[src/rtl/gpio_blink_pkg.sv]
package gpio_blink_pkg;
  localparam int ADDR_W = 5;

  localparam logic [ADDR_W-1:0] OFS_USE   = 5'h00;
  localparam logic [ADDR_W-1:0] OFS_DIR   = 5'h04;
  localparam logic [ADDR_W-1:0] OFS_LVL   = 5'h08;
  localparam logic [ADDR_W-1:0] OFS_BLINK = 5'h0C;

  // Strobes and the shared phase, sent from the control to the datapath
  typedef struct packed {
    logic wrUse;
    logic wrDir;
    logic wrLvl;
    logic wrBlink;
    logic blinkClr;
    logic blinkPhase;
  } bankCtl_t;
endpackage

[src/rtl/gpio_blink_ctrl.sv]
module gpio_blink_ctrl
  import gpio_blink_pkg::*;
#(
  parameter int CLK_HZ   = 200_000_000,
  parameter int BLINK_HZ = 1
) (
  input  logic              clk,
  input  logic              resumeRstN,
  input  logic [ADDR_W-1:0] addr,
  input  logic              wrEn,
  input  logic              swRst,
  output bankCtl_t          ctl
);
  localparam int HALF  = CLK_HZ / (2 * BLINK_HZ);
  localparam int CNT_W = (HALF > 1) ? $clog2(HALF) : 1;
  localparam logic [CNT_W-1:0] LAST = CNT_W'(HALF - 1);

  logic [CNT_W-1:0] halfCnt;
  logic             phase;

  // Half-period timebase: flips the shared phase each time it wraps
  always_ff @(posedge clk or negedge resumeRstN) begin
    if (!resumeRstN) begin
      halfCnt <= '0;
      phase   <= 1'b0;
    end else if (halfCnt == LAST) begin
      halfCnt <= '0;
      phase   <= ~phase;
    end else begin
      halfCnt <= halfCnt + 1'b1;
    end
  end

  always_comb begin
    ctl            = '0;
    ctl.wrUse      = wrEn && (addr == OFS_USE);
    ctl.wrDir      = wrEn && (addr == OFS_DIR);
    ctl.wrLvl      = wrEn && (addr == OFS_LVL);
    ctl.wrBlink    = wrEn && (addr == OFS_BLINK);
    ctl.blinkClr   = swRst;
    ctl.blinkPhase = phase;
  end

  // the phase may only flip on the cycle after the counter wrapped
  p_phase_period_r5: assert property (@(posedge clk) disable iff (!resumeRstN)
    (phase != $past(phase)) |-> ($past(halfCnt) == LAST));
endmodule

[src/rtl/gpio_blink_dp.sv]
module gpio_blink_dp
  import gpio_blink_pkg::*;
#(
  parameter int                    NUM_PINS  = 32,
  parameter logic [NUM_PINS-1:0]   CORE_MASK = 32'h00FF00FF,
  parameter logic [NUM_PINS-1:0]   USE_DEF   = 32'hFFFFFFFF,
  parameter logic [NUM_PINS-1:0]   DIR_DEF   = 32'h00040000,
  parameter logic [NUM_PINS-1:0]   LVL_DEF   = 32'h02FE0000,
  parameter logic [NUM_PINS-1:0]   BLINK_DEF = 32'h00040000
) (
  input  logic                clk,
  input  logic                coreRstN,
  input  logic                resumeRstN,
  input  bankCtl_t            ctl,
  input  logic [ADDR_W-1:0]   addr,
  input  logic [NUM_PINS-1:0] wrData,
  input  logic [NUM_PINS-1:0] pinIn,
  output logic [NUM_PINS-1:0] rdData,
  output logic [NUM_PINS-1:0] pinOut,
  output logic [NUM_PINS-1:0] pinOe
);
  logic [NUM_PINS-1:0] useSel, dirOut, level, blink, pinSync;

  for (genvar i = 0; i < NUM_PINS; i++) begin : g_pin
    logic bitRstN;
    logic useQ, dirQ, lvlQ, blinkQ, syncA, syncB;

    // Each pin's mode, level and synchroniser follow the reset of its domain
    assign bitRstN = CORE_MASK[i] ? coreRstN : resumeRstN;

    always_ff @(posedge clk or negedge bitRstN) begin
      if (!bitRstN) begin
        useQ  <= USE_DEF[i];
        dirQ  <= DIR_DEF[i];
        lvlQ  <= LVL_DEF[i];
        syncA <= 1'b0;
        syncB <= 1'b0;
      end else begin
        if (ctl.wrUse) useQ <= wrData[i];
        if (ctl.wrDir) dirQ <= wrData[i];
        if (ctl.wrLvl && useQ && dirQ) lvlQ <= wrData[i];
        syncA <= pinIn[i];
        syncB <= syncA;
      end
    end

    // Blink bits always live in the resume domain; the strobe wins over a write
    always_ff @(posedge clk or negedge resumeRstN) begin
      if (!resumeRstN)      blinkQ <= BLINK_DEF[i];
      else if (ctl.blinkClr) blinkQ <= BLINK_DEF[i];
      else if (ctl.wrBlink)  blinkQ <= wrData[i];
    end

    assign useSel[i]  = useQ;
    assign dirOut[i]  = dirQ;
    assign level[i]   = lvlQ;
    assign blink[i]   = blinkQ;
    assign pinSync[i] = syncB;
    assign pinOe[i]   = useQ & dirQ;
    assign pinOut[i]  = (blinkQ && useQ && dirQ) ? ctl.blinkPhase : lvlQ;
  end

  logic [NUM_PINS-1:0] lvlView;
  assign lvlView = (useSel & dirOut & level) | (useSel & ~dirOut & pinSync);

  always_comb begin
    case (addr)
      OFS_USE:   rdData = useSel;
      OFS_DIR:   rdData = dirOut;
      OFS_LVL:   rdData = lvlView;
      OFS_BLINK: rdData = blink;
      default:   rdData = '0;
    endcase
  end

  // a level write must leave every non-output bit untouched
  p_lvl_locked_r3: assert property (@(posedge clk) disable iff (!coreRstN || !resumeRstN)
    ctl.wrLvl |=> (((level ^ $past(level)) & ~$past(useSel & dirOut)) == '0));

  // the stored level moves only on a level write, blinking or not
  p_lvl_hold_r5: assert property (@(posedge clk) disable iff (!coreRstN || !resumeRstN)
    !ctl.wrLvl |=> $stable(level));

  // the software strobe restores the blink default
  p_blink_clr_r10: assert property (@(posedge clk) disable iff (!resumeRstN)
    ctl.blinkClr |=> (blink == BLINK_DEF));

  // native pins never read back a set level bit
  p_native_rd_r4: assert property (@(posedge clk) disable iff (!coreRstN || !resumeRstN)
    (addr == OFS_LVL) |-> ((rdData & ~useSel) == '0));
endmodule

[src/rtl/gpio_blink_bank.sv]
module gpio_blink_bank
  import gpio_blink_pkg::*;
#(
  parameter int                  NUM_PINS  = 32,
  parameter int                  CLK_HZ    = 200_000_000,
  parameter int                  BLINK_HZ  = 1,
  parameter logic [NUM_PINS-1:0] CORE_MASK = 32'h00FF00FF,
  parameter logic [NUM_PINS-1:0] USE_DEF   = 32'hFFFFFFFF,
  parameter logic [NUM_PINS-1:0] DIR_DEF   = 32'h00040000,
  parameter logic [NUM_PINS-1:0] LVL_DEF   = 32'h02FE0000,
  parameter logic [NUM_PINS-1:0] BLINK_DEF = 32'h00040000
) (
  input  logic                clk,
  input  logic                coreRstN,
  input  logic                resumeRstN,
  input  logic                swBlinkRst,
  input  logic [ADDR_W-1:0]   busAddr,
  input  logic                busWrEn,
  input  logic [NUM_PINS-1:0] busWrData,
  output logic [NUM_PINS-1:0] busRdData,
  input  logic [NUM_PINS-1:0] pinIn,
  output logic [NUM_PINS-1:0] pinOut,
  output logic [NUM_PINS-1:0] pinOe
);
  bankCtl_t ctl;

  gpio_blink_ctrl #(
    .CLK_HZ  (CLK_HZ),
    .BLINK_HZ(BLINK_HZ)
  ) u_ctrl (
    .clk       (clk),
    .resumeRstN(resumeRstN),
    .addr      (busAddr),
    .wrEn      (busWrEn),
    .swRst     (swBlinkRst),
    .ctl       (ctl)
  );

  gpio_blink_dp #(
    .NUM_PINS (NUM_PINS),
    .CORE_MASK(CORE_MASK),
    .USE_DEF  (USE_DEF),
    .DIR_DEF  (DIR_DEF),
    .LVL_DEF  (LVL_DEF),
    .BLINK_DEF(BLINK_DEF)
  ) u_dp (
    .clk       (clk),
    .coreRstN  (coreRstN),
    .resumeRstN(resumeRstN),
    .ctl       (ctl),
    .addr      (busAddr),
    .wrData    (busWrData),
    .pinIn     (pinIn),
    .rdData    (busRdData),
    .pinOut    (pinOut),
    .pinOe     (pinOe)
  );
endmodule

[config.mk]
export PLATFORM = sky130hd
export DESIGN_NAME = gpio_blink_bank
export DESIGN_NICKNAME = d
export VERILOG_FILES = /design/src/rtl/gpio_blink_pkg.sv /design/src/rtl/gpio_blink_ctrl.sv /design/src/rtl/gpio_blink_dp.sv /design/src/rtl/gpio_blink_bank.sv
export SDC_FILE = /design/constraint.sdc
export NUM_CORES = 1
export LEC_CHECK = 0
export BUFFER_PORTS_ARGS = -buffer_cell sky130_fd_sc_hd__clkbuf_2
export CORE_ASPECT_RATIO = 2
export CORE_UTILIZATION = 51
export DETAILED_ROUTE_END_ITERATION = 16
export PLACE_DENSITY = 0.76
export RECOVER_POWER = 100
export SYNTH_ARGS = -nofsm -noshare
export SYNTH_HDL_FRONTEND = slang
export SYNTH_HIERARCHICAL = 1
export SYNTH_SLANG_ARGS = --single-unit
[constraint.sdc]
create_clock -name clk -period 1.5 [get_ports clk]
set_input_delay 0 -clock clk [delete_from_list [all_inputs] [get_ports clk]]
set_output_delay 0 -clock clk [all_outputs]
set_load 0.03 [all_outputs]
# == Word-level counts from Yosys, hierarchy flattened ==
# Cells that the tools add are included.
# op_classes
eq_ne,4
bitwise_logic,39
reduce_logical,134
add_sub_neg,1
muxes,98
# op_table
op,count
$logic_and A1 B1 Y1,132
$and A32 B32 Y32,4
$pmux W32 S4,1
$mux W1,96
$and A1 B1 Y1,32
$not A32 Y32,1
$or A32 B32 Y32,1
$add A27 B1 Y27 const B,1
$eq A27 B27 Y1 const B,1
$mux W27,1
$eq A5 B4 Y1 const B,2
$eq A5 B3 Y1 const B,1
$logic_not A5 Y1,1
$reduce_bool A2 Y1,1
$not A1 Y1,1
# totals
in_bits,74
register_bits,220
output_inout_bits,96

# == Longest topological paths before layout ==
# logic_depth
depth_word,5
depth_mapped,7
mapped_depth_nobuf,5

# == Hierarchy ==
# Netlist, hierarchy kept.
# modules_own_cells
module,cells_per_inst,area_per_inst_um2,n_inst,seq_area_each_um2
gpio_blink_dp,649,8692.1,1,4857.2
gpio_blink_ctrl,145,1502.7,1,700.7

# == Least setup slack after synthesis ==
# OpenSTA, ideal clock, no wires.
# synth_timing
kind,reg-to-reg
start,register u_ctrl.halfCnt[0]
end,register u_ctrl.halfCnt[26]
arrival_time_ns,1.553
stages_incl_launch_ff,7
setup_slack_ns,-0.130
synth_period_minus_slack_ns,1.630
t_required_ns,1.423
cell_sequence,dfrtp_1 -> ha_1 -> and3_1 -> buf_4 -> nand4_4 -> or4_1 -> a21oi_1
# synth_between
elab_chain_cells,2
elab_cells_between_ends,3
cone_classes,1 x add/sub; 1 x eq/ne; 1 x mux
# synth_lines
item,line,text
"start, declared",gpio_blink_ctrl.sv:18,logic [CNT_W-1:0] halfCnt;
"start signal, assigned",gpio_blink_ctrl.sv:30,halfCnt <= halfCnt + 1'b1;
$add A27 B1 Y27 or $eq A27 B27 Y1 (tied branches),"gpio_blink_ctrl.sv:30, gpio_blink_ctrl.sv:26",
$mux W27 (*),gpio_blink_ctrl.sv:26,end else if (halfCnt == LAST) begin
# Every way passes the cells marked *; elsewhere a longest branch is shown, timed or not.
# A chain may end at the register's enable or synchronous reset.

# == Worst setup path after layout ==
# layout_timing
start,register u_dp.g_pin[18].dirQ
end,output busRdData[18]
# layout_between
elab_chain_cells,5
elab_cells_between_ends,7
cone_classes,1 x mux; 6 x bitwise
# layout_lines
item,line,text
"start, declared",gpio_blink_dp.sv:26,"logic useQ, dirQ, lvlQ, blinkQ, syncA, syncB;"
"start signal, assigned",gpio_blink_dp.sv:34,dirQ <= DIR_DEF[i];
"start signal, assigned",gpio_blink_dp.sv:40,if (ctl.wrDir) dirQ <= wrData[i];
$not A32 Y32,gpio_blink_dp.sv:64,assign lvlView = (useSel & dirOut & level) | (useSel & ~dirOut & pinSync);
$and A32 B32 Y32 (2 in series),gpio_blink_dp.sv:64,
$or A32 B32 Y32,gpio_blink_dp.sv:64,
$pmux W32 S4 (*),gpio_blink_dp.sv:67,case (addr)
"end, declared",gpio_blink_bank.sv:20,"output logic [NUM_PINS-1:0] busRdData,"
# Marked as above.

==> out/results.ini <==
[cts]
clk_pin_slew_ns=0.07
cts_tree=built
cts_buffers=20
clock-root-buffer=clkbuf_16
clock_latency_ns=0.50
h-tree-depth=1
clockBufferDepth=3
clock_sinks=220

[routing]
viasPerCell=5.60
routedWlPerCell_um=21.2
drc=0
finalWirelength_um=30400
drt_iter0_markers=380
dr.pass1.iters=7
vias=8020
ant_nets=0

[synthesis]
synth_nets=869
yosysTopAreaCellShare_pct=43.7
yosysWarnings=6
ys_async_sr_fraction_pct=100
avgSynthCellArea_um2=12.8
seq_area_frac_synth_pct=54.5
ys_top_cells_by_area=dfrtp_1, dfstp_2, mux2_2
ys.flop_type=dfrtp_1
yosys_register_bits=220
synth-edff-count=0
netlist_instances=794
yosysUniqueCellTypes=45
yosysTopAreaCell=dfrtp_1
synth_area_mm2=0.0102

[power]
vdd_drop_max_v=0.00111
power.density_mw_per_mm2=1000
p_leak_nw=7.08

[floorplan]
die_area_mm2=0.0206
start_util_pct=52.4
coreArea_mm2=0.0195
die_w_um=102
chipHeight_um=202
ios=170
fp-row-count=72

[status]
status=finished with violations
violations=setup timing

[placed_design]
io_buffer_count=169
place_ws_ns=-0.0935
gp_congestion=0.910
dp_hpwl_um=16800
dpl_cell_area_mm2=0.0118
dp_cells=1255

[sta]
rsz0062_at_grt=yes
hold_violations=0
post-route-min-period_ns=1.76
finClkSkew_ns=0.0116
fin_ws_ns=-0.262
worst_pin_slew_ns=0.900
fmax_mhz=567
period_share_pct=117
fin_setup_tns_ns=-11.96
finalSetupViolCount=88
slew_violations=0
slew_headroom_pct=40.0

[layout]
multi_input_area_mm2=0.00472
instances_no_fill=1432
fin_area_mm2=0.0147
syn_to_final_growth_pct=44.6
drive_gt1_share_pct=52.8
finish.net_count=1233
num-fill-cells=1165
final-seq-area_mm2=0.00556

[flow_run]
maxCapViolCount=0

[grt]
grt_pass1_wl_um=45900
grt_max_degree=42
grt_pass1_vias=8735
antenna_found_initial=1
grt_use_total_pct=29.1
overflow=0

[worst_setup_path]
cp-end-kind=output pin
cp.arrival_ns=1.76
worstPathRequired_ns=1.50
critPathKind=reg -> out
crit_fanout=4
critPathLaunchType=flip-flop

[min_path]
hold_class=in -> reg

## cell usage after synthesis, types with 6 or more instances
cell      count
dfstp_2      42
a21oi_1      11
mux2_2       85
clkbuf_1      8
mux2_1       50
and3_1        6
dfrtp_1     178
and2_1       33
mux2_4       24
buf_6        15
buf_2        15
a32o_1       31
o21ai_0       7
xor2_1       12
nand3_1       9
nand2_1     104
nor2_1       40
mux2i_1      63
## stage by stage
step	util, %	power, mW	hold slack [ns]
floorplan	-	8.04	-0.296
global placement	60.8	8.67	-0.0664
detailed placement	60.8	8.74	-0.0587
CTS	74.3	14.6	0.0921
global route	75.8	15.3	0.133
finish	75.8	14.8	0.139
## timing repair
| item | 4_1_cts | 5_1_grt |
|---|---|---|
| resized for setup | 240 | 168 |
| pin swaps | 55 | 26 |
| buffers inserted | 54 | 28 |
| hold endpoints to repair | 369 | 0 |
| setup endpoints to repair | 83 | 122 |
| gates cloned | 1 | 0 |
| hold buffers | 70 | 0 |
## cell type report
class	instances	area share (%)
clock inverters	8	0.679
repair buffers	386	23.5
diodes	1	0.0170
clock buffers	28	3.88
well taps	259	2.20
multi-input cells	528	32.0
flip-flops and latches	220	37.7
inverters	2	0.0509
## worst paths after layout
check	from	to	slack (ns)	cells past startpoint
setup / recovery	u_dp/g_pin[18].dirQ	busRdData[18]	-0.26	4
hold / removal	pinIn[18]	u_dp/g_pin[18].syncA	0.14	2
hold reg to reg	u_dp/g_pin[11].syncA	u_dp/g_pin[11].syncB	0.35	0
min in group asynchronous	coreRstN	u_dp/g_pin[1].useQ	0.42	2
max in group asynchronous	resumeRstN	u_dp/g_pin[24].syncB	-0.11	4
setup reg to reg	u_ctrl/halfCnt[1]	u_ctrl/halfCnt[21]	-0.17	5
## metal layers
metal	vias to the layer above	part of all wire [%]	GRT usage (%)
met2	318	55	52.1
met4	0	4.7	16.1
met3	108	5.4	4.81
met5	-	0	0
li1	3539	-	-
met1	4055	35	31.7
## cells by family after synthesis
family          share of synthesized area (%)
compound gates                           4.47
buf+inv                                  3.35
xor+xnor                                 1.29
simple gates                             11.6
fa+ha+maj                               0.123
flops                                    54.5
mux                                      24.6
## sequential cells by signal (all words and copies together) (netlist names)
register           cells
u_dp/g_pin.lvlQ       32
u_ctrl/phase           1
u_dp/g_pin.useQ       32
u_dp/g_pin.dirQ       32
u_ctrl/halfCnt        27
u_dp/g_pin.blinkQ     32
u_dp/g_pin.syncB      32
u_dp/g_pin.syncA      32
## layout by cell type (no fill, tap or decap), types with 4 or more instances in the layout
cell and n:
mux2_1 35, o21ai_0 4, clkbuf_1 19, nand2_4 4, nand4_1 5, clkbuf_4 7
a21oi_2 9, mux2_4 46, nand3_1 9, or3_1 5, nand2_2 20, buf_6 21
xor2_1 12, a32o_1 6, clkbuf_16 21, nor2_2 4, a32o_2 25, clkbuf_2 84
mux2_2 78, clkinvlp_4 4, and2_4 30, clkbuf_8 9, nor2_1 34, dlygate4sd3_1 69
mux2i_1 63, buf_8 58, nand2_1 82, dfstp_2 41, buf_12 7, dfrtp_1 176
buf_4 118
## critical path: stages (launching register included)
cell and delay, ns:
dfstp_2 0.57, mux2i_1 0.19, nand2_1 0.08, a32o_2 0.28, buf_8 0.14
## power breakdown
part           internal [mW]  switching, mW  total (mW)  leakage [nW]
registers               6.52          0.390        6.91          2.72
clock network           3.03           2.25        5.28         0.316
logic                   1.43           1.19        2.62          4.05
(Power assumes the default switching activity.)
